File: src/rtl/gpa_pkg.sv
package gpa_pkg;
  localparam int ADDR_W        = 2;
  localparam int CTL_EN_BIT    = 6;
  localparam int CTL_GATED_BIT = 5;
  localparam int CTL_POL_BIT   = 4;
  localparam int OVF_BIT       = 5;

  typedef enum logic [ADDR_W-1:0] {
    SEL_CTRL = 2'd0,
    SEL_CNT  = 2'd1,
    SEL_FLAG = 2'd2,
    SEL_MASK = 2'd3
  } reg_sel_e;

  typedef struct packed {
    logic en;
    logic gated;
    logic pol;
  } ctl_t;
endpackage

File: src/rtl/gpa_prescaler.sv
module gpa_prescaler #(
  parameter int PRESC_W = 6
) (
  input  logic clk,
  input  logic rst,
  input  logic run,
  output logic tick
);
  localparam logic [PRESC_W-1:0] LAST = {PRESC_W{1'b1}};
  logic [PRESC_W-1:0] presc_q;

  always_ff @(posedge clk) begin
    if (rst || !run) presc_q <= '0;
    else             presc_q <= presc_q + 1'b1;
  end

  assign tick = run && (presc_q == LAST);
endmodule

File: src/rtl/gpa_gate_cond.sv
module gpa_gate_cond (
  input  logic clk,
  input  logic rst,
  input  logic gate_in,
  input  logic en,
  input  logic gated,
  input  logic pol,
  input  logic presc_tick,
  output logic inc
);
  logic gate_s, gate_d;
  logic active, rise, fall, edge_hit;

  always_ff @(posedge clk) begin
    if (rst) begin
      gate_s <= 1'b0;
      gate_d <= 1'b0;
    end else begin
      gate_s <= gate_in;
      gate_d <= gate_s;
    end
  end

  always_comb begin
    active   = gate_s ^ pol;
    rise     = gate_s & ~gate_d;
    fall     = ~gate_s & gate_d;
    edge_hit = pol ? fall : rise;
    if (!en)        inc = 1'b0;
    else if (gated) inc = presc_tick & active;
    else            inc = edge_hit;
  end
endmodule

File: src/rtl/gpa_counter.sv
module gpa_counter #(
  parameter int CNT_W = 8
) (
  input  logic             clk,
  input  logic             rst,
  input  logic             load,
  input  logic [CNT_W-1:0] load_val,
  input  logic             inc,
  output logic [CNT_W-1:0] cnt_q,
  output logic             wrap
);
  localparam logic [CNT_W-1:0] TOP = {CNT_W{1'b1}};

  always_ff @(posedge clk) begin
    if (rst)       cnt_q <= '0;
    else if (load) cnt_q <= load_val;
    else if (inc)  cnt_q <= cnt_q + 1'b1;
  end

  assign wrap = inc && !load && (cnt_q == TOP);
endmodule

File: src/rtl/gpa_regs.sv
module gpa_regs
  import gpa_pkg::*;
#(
  parameter int DATA_W = 8
) (
  input  logic                  clk,
  input  logic                  rst,
  input  logic                  we,
  input  logic [ADDR_W-1:0]     addr,
  input  logic [DATA_W-1:0]     wdata,
  input  logic                  wrap,
  input  logic [DATA_W-1:0]     cnt_q,
  output ctl_t                  ctl,
  output logic                  cnt_load,
  output logic                  ovf_q,
  output logic                  ien_q,
  output logic                  irq_q,
  output logic [DATA_W-1:0]     rdata_q
);
  logic ovf_n, ien_n;
  logic [DATA_W-1:0] rd_mux;
  reg_sel_e sel;

  assign sel      = reg_sel_e'(addr);
  assign cnt_load = we && (sel == SEL_CNT);

  always_comb begin
    ovf_n = ovf_q;
    if (we && sel == SEL_FLAG && wdata[OVF_BIT]) ovf_n = 1'b0;
    if (wrap) ovf_n = 1'b1;
    ien_n = ien_q;
    if (we && sel == SEL_MASK) ien_n = wdata[OVF_BIT];
  end

  always_comb begin
    rd_mux = '0;
    case (sel)
      SEL_CTRL: begin
        rd_mux[CTL_EN_BIT]    = ctl.en;
        rd_mux[CTL_GATED_BIT] = ctl.gated;
        rd_mux[CTL_POL_BIT]   = ctl.pol;
      end
      SEL_CNT:  rd_mux = cnt_q;
      SEL_FLAG: rd_mux[OVF_BIT] = ovf_q;
      default:  rd_mux[OVF_BIT] = ien_q;
    endcase
  end

  always_ff @(posedge clk) begin
    if (rst) begin
      ctl     <= '0;
      ovf_q   <= 1'b0;
      ien_q   <= 1'b0;
      irq_q   <= 1'b0;
      rdata_q <= '0;
    end else begin
      if (we && sel == SEL_CTRL) begin
        ctl.en    <= wdata[CTL_EN_BIT];
        ctl.gated <= wdata[CTL_GATED_BIT];
        ctl.pol   <= wdata[CTL_POL_BIT];
      end
      ovf_q   <= ovf_n;
      ien_q   <= ien_n;
      irq_q   <= ovf_n & ien_n;
      rdata_q <= rd_mux;
    end
  end
endmodule

File: src/rtl/gpa_timer.sv
module gpa_timer
  import gpa_pkg::*;
#(
  parameter int DATA_W  = 8,
  parameter int PRESC_W = 6
) (
  input  logic              clk,
  input  logic              rst,
  input  logic              bus_we,
  input  logic [ADDR_W-1:0] bus_addr,
  input  logic [DATA_W-1:0] bus_wdata,
  output logic [DATA_W-1:0] bus_rdata,
  input  logic              gate_in,
  output logic              ovf_o,
  output logic              irq_o
);
  ctl_t              ctl;
  logic              ctl_en;
  logic              presc_tick;
  logic              cnt_inc;
  logic              cnt_load;
  logic              cnt_wrap;
  logic [DATA_W-1:0] cnt_q;
  logic              ien_q;

  assign ctl_en = ctl.en;

  gpa_prescaler #(.PRESC_W(PRESC_W)) u_presc (
    .clk  (clk),
    .rst  (rst),
    .run  (ctl.en & ctl.gated),
    .tick (presc_tick)
  );

  gpa_gate_cond u_gate (
    .clk        (clk),
    .rst        (rst),
    .gate_in    (gate_in),
    .en         (ctl.en),
    .gated      (ctl.gated),
    .pol        (ctl.pol),
    .presc_tick (presc_tick),
    .inc        (cnt_inc)
  );

  gpa_counter #(.CNT_W(DATA_W)) u_cnt (
    .clk      (clk),
    .rst      (rst),
    .load     (cnt_load),
    .load_val (bus_wdata),
    .inc      (cnt_inc),
    .cnt_q    (cnt_q),
    .wrap     (cnt_wrap)
  );

  gpa_regs #(.DATA_W(DATA_W)) u_regs (
    .clk      (clk),
    .rst      (rst),
    .we       (bus_we),
    .addr     (bus_addr),
    .wdata    (bus_wdata),
    .wrap     (cnt_wrap),
    .cnt_q    (cnt_q),
    .ctl      (ctl),
    .cnt_load (cnt_load),
    .ovf_q    (ovf_o),
    .ien_q    (ien_q),
    .irq_q    (irq_o),
    .rdata_q  (bus_rdata)
  );
endmodule

File: config.mk
export PLATFORM = sky130hd
export DESIGN_NAME = gpa_timer
export DESIGN_NICKNAME = d
export VERILOG_FILES = /design/src/rtl/gpa_pkg.sv /design/src/rtl/gpa_prescaler.sv /design/src/rtl/gpa_gate_cond.sv /design/src/rtl/gpa_counter.sv /design/src/rtl/gpa_regs.sv /design/src/rtl/gpa_timer.sv
export SDC_FILE = /design/constraint.sdc
export NUM_CORES = 1
export LEC_CHECK = 0
export BUFFER_PORTS_ARGS = -buffer_cell sky130_fd_sc_hd__buf_4
export CAP_MARGIN = 25
export CORE_ASPECT_RATIO = 0.9
export CORE_MARGIN = 2
export CORE_UTILIZATION = 50
export CTS_CLUSTER_SIZE = 16
export DETAILED_ROUTE_END_ITERATION = 10
export PLACE_DENSITY_LB_ADDON = 0.12
export SYNTH_ARGS = -nofsm -noshare
export SYNTH_HDL_FRONTEND = slang
export SYNTH_SLANG_ARGS = --single-unit
File: constraint.sdc
create_clock -name clk -period 4.7 [get_ports clk]
set_input_delay 0.94 -clock clk [delete_from_list [all_inputs] [get_ports clk]]
set_output_delay 0.94 -clock clk [all_outputs]
set_load 0.01 [all_outputs]
==> impl_metrics.py <==
metrics = {
    "run_status": {
        "status": "complete, no violations",
    },
    "synthesis": {
        "seq_area_frac_synth_pct": 45.58,
        "synth-seq-cells": 30,
        "ys_types": 39,
        "ys.flop_type": "dfxtp_1",
        "syn_area_per_cell_um2": 9.547,
        "synthCells": 138,
        "synth_area_leader_cell": "dfxtp_1",
        "synth_nets": 154,
        "yosys_warnings": 0,
        "synth.area.top_cells": "dfxtp_1, nor2_1, a311oi_1",
        "synthArstFlopShare_pct": 0,
        "netlist_area_um2": 1318,
        "synth.most_common_cell": "dfxtp_1",
        "synth_top_area_share_pct": 45.58,
        "synth_common_cells": "dfxtp_1, nor2_1, a311oi_1, o21ai_0",
        "synth_edf_count": 0,
    },
    "clocking": {
        "cts_tree": "built",
        "cts_hold_buf": 0,
        "root_buffer": "clkbuf_4",
        "cts_resized": 0,
        "insertion_delay_ns": 0.33,
        "cts.sinks": 30,
        "htree_levels": 2,
        "clock_path_buffers": 2,
        "clkSlewWorstSetupHoldPaths_ns": 0.09,
        "cts_made_buffers": 5,
        "post_cts_buffers": 0,
    },
    "critical_path": {
        "reg2reg_depth": 5,
        "start_kind": "flop",
        "slowest_delay_ns": 0.51,
        "cp_slowest_cell": "or4_1",
        "worst_ep_required_time_ns": 4.92,
        "crit_type": "flop to flop",
        "crit_path_end_kind": "flop",
        "cp.depth": 5,
        "critPathMaxFanout": 12,
        "worstPathCellList": "ha_1, a31oi_1, buf_4, or4_1, a311oi_1",
        "critPathArrivalTime_ns": 2.24,
        "crit_buf_inv": 1,
        "critical-path-top-delay-family": "compound AO/OA/AOI/OAI gates",
    },
    "global_routing": {
        "grt_max_degree": 21,
        "gr-usage-met2_pct": 28.22,
        "grtUsageTotal_pct": 19.84,
        "grt_busiest_layer": "met2",
        "grt_use_met3_pct": 7.407,
        "gr-total-overflow": 0,
        "met1_usage_pct": 26.06,
        "antenna_found_initial": 0,
        "grt_pass1_vias": 972,
        "grt_pass1_wl_um": 4374,
    },
    "finish": {
        "multi_input_area_um2": 655.6,
        "nNetsFinal": 178,
        "fin_area_um2": 1543,
        "fillerInstances": 224,
        "diodes": 0,
        "regArea_um2": 600.6,
        "layout-drive-gt1-share_pct": 22.70,
        "post-route-util_pct": 62.53,
        "areaGrowthSynthToFinish_pct": 17.09,
    },
    "timing": {
        "post-route-period-util_pct": 42.82,
        "final.setup.tns_ns": 0,
        "rsz0062_at_grt": "no",
        "fmax_ghz": 0.4969,
        "worstMarginPinSlew_ns": 0.5018,
        "setup_viol": 0,
        "fin_skew_ns": 0.005325,
        "slew_headroom_pct": 66.39,
        "postLayoutSetupSlackWorst_ns": 2.687,
        "hold_viol_final": 0,
        "slew_violations": 0,
        "finalCriticalPeriod_ns": 2.013,
    },
    "place": {
        "portBuffers": 23,
        "place_area_um2": 1483,
        "dp_hpwl_um": 1884,
        "gp_congestion": 0.8018,
        "post-place-ws_ns": 2.627,
    },
    "detailed_routing": {
        "via_per_inst": 5.942,
        "vias": 1135,
        "dr.first_iter.drc_count": 31,
        "antenna_left": 0,
        "drc": 0,
        "wl_um": 2659,
        "detail_route.wl_per_cell_um": 13.92,
        "firstDrtPassIters": 4,
    },
    "min_path": {
        "min_path_cells": 1,
        "hp-class": "flop to flop",
    },
    "pwr": {
        "ir_worst_vdd_mv": 0.2257,
        "finalPower_mw": 0.4638,
        "p_leak_nw": 0.6078,
        "power.density_nw_per_um2": 300.6,
    },
    "die": {
        "die_x_um": 58.11,
        "start_util_pct": 53.40,
        "coreArea_um2": 2467,
        "die_area_um2": 3062,
        "rows": 17,
        "die_h_um": 52.70,
        "io_pins": 24,
    },
    "run": {
        "max-cap-violations": 0,
    },
}
==> registers in the layout (all words and copies together), names as in the netlist <==
register         count
u_gate.gate_d        1
u_regs.irq_q         1
u_regs.ien_q         1
u_presc.presc_q      6
u_regs.rdata_q       8
u_cnt.cnt_q          8
u_gate.gate_s        1
u_regs.ovf_q         1
u_regs.ctl           3
==> cell families after synthesis <==
| group | count (synthesis) | share of synthesized area [%] |
|---|---|---|
| AOI/OAI and AO/OA | 29 | 15.48 |
| xor gates and xnor gates | 6 | 4.559 |
| adders and majority gates | 2 | 1.899 |
| buffers and inverters | 10 | 4.653 |
| DFF | 30 | 45.58 |
| muxes | 4 | 3.989 |
| and+or+nand+nor | 57 | 23.84 |
==> placed cells by master (no fill, tap or decap), types with 3 or more instances in the layout <==
cell type and count:
dfxtp_1 30, a311oi_1 7, nor2_1 17, nand3_1 6
xor2_1 3, o21ai_0 7, a21oi_1 3, nor2b_1 4
nand4_1 3, or4_1 5, o31ai_1 6, clkbuf_4 5
mux2i_1 3, buf_4 24, inv_1 3, nand2_1 5
and3_1 5
==> worst reg2reg max path, cell delays in order, from the launching register on <==
cell      delay [ns]
dfxtp_1         0.38
ha_1            0.23
a31oi_1         0.21
buf_4           0.24
or4_1           0.51
a311oi_1        0.35
==> where the power goes <==
group	internal, mW	leakage [nW]	total (mW)	switching, mW
clock	0.0723	0.0353	0.158	0.0855
combinational	0.0177	0.329	0.0376	0.0200
sequential	0.261	0.244	0.268	0.00767
total	0.351	0.608	0.464	0.113
==> through the flow <==
step | hold slack (ns) | std cells
after floorplan | 0.4302 | 138
after global placement | 0.4455 | 182
after detailed placement | 0.4845 | 183
after CTS | 0.4993 | 191
after global routing | 0.5265 | 191
final | 0.4933 | 191
==> worst paths after layout <==
| path | start | endpoint | slack, ns |
|---|---|---|---|
| setup / recovery | u_presc.presc_q[0]$_SDFF_PP0_ | u_cnt.cnt_q[3]$_SDFFE_PP0P_ | 2.69 |
| hold reg to reg | u_presc.presc_q[0]$_SDFF_PP0_ | u_presc.presc_q[0]$_SDFF_PP0_ | 0.49 |
| hold / removal | u_presc.presc_q[0]$_SDFF_PP0_ | u_presc.presc_q[0]$_SDFF_PP0_ | 0.49 |
| setup reg to reg | u_presc.presc_q[0]$_SDFF_PP0_ | u_cnt.cnt_q[3]$_SDFFE_PP0P_ | 2.69 |
==> layout make-up <==
class | count | share of cell area, %
clock buffer | 7 | 3.569
clock inverter | 1 | 0.3244
inverter | 3 | 0.7299
multi-input combinational | 98 | 42.50
sequential | 30 | 38.93
tap | 28 | 2.271
timing repair buffer | 24 | 11.68
==> metal layers <==
| layer | vias up | wire, µm |
|---|---|---|
| li1 | 568 | - |
| met1 | 522 | 1276 |
| met3 | 8 | 166 |
| met5 | - | 0 |
| met2 | 37 | 1157 |
| met4 | 0 | 59 |
(Power assumes the default switching activity.)
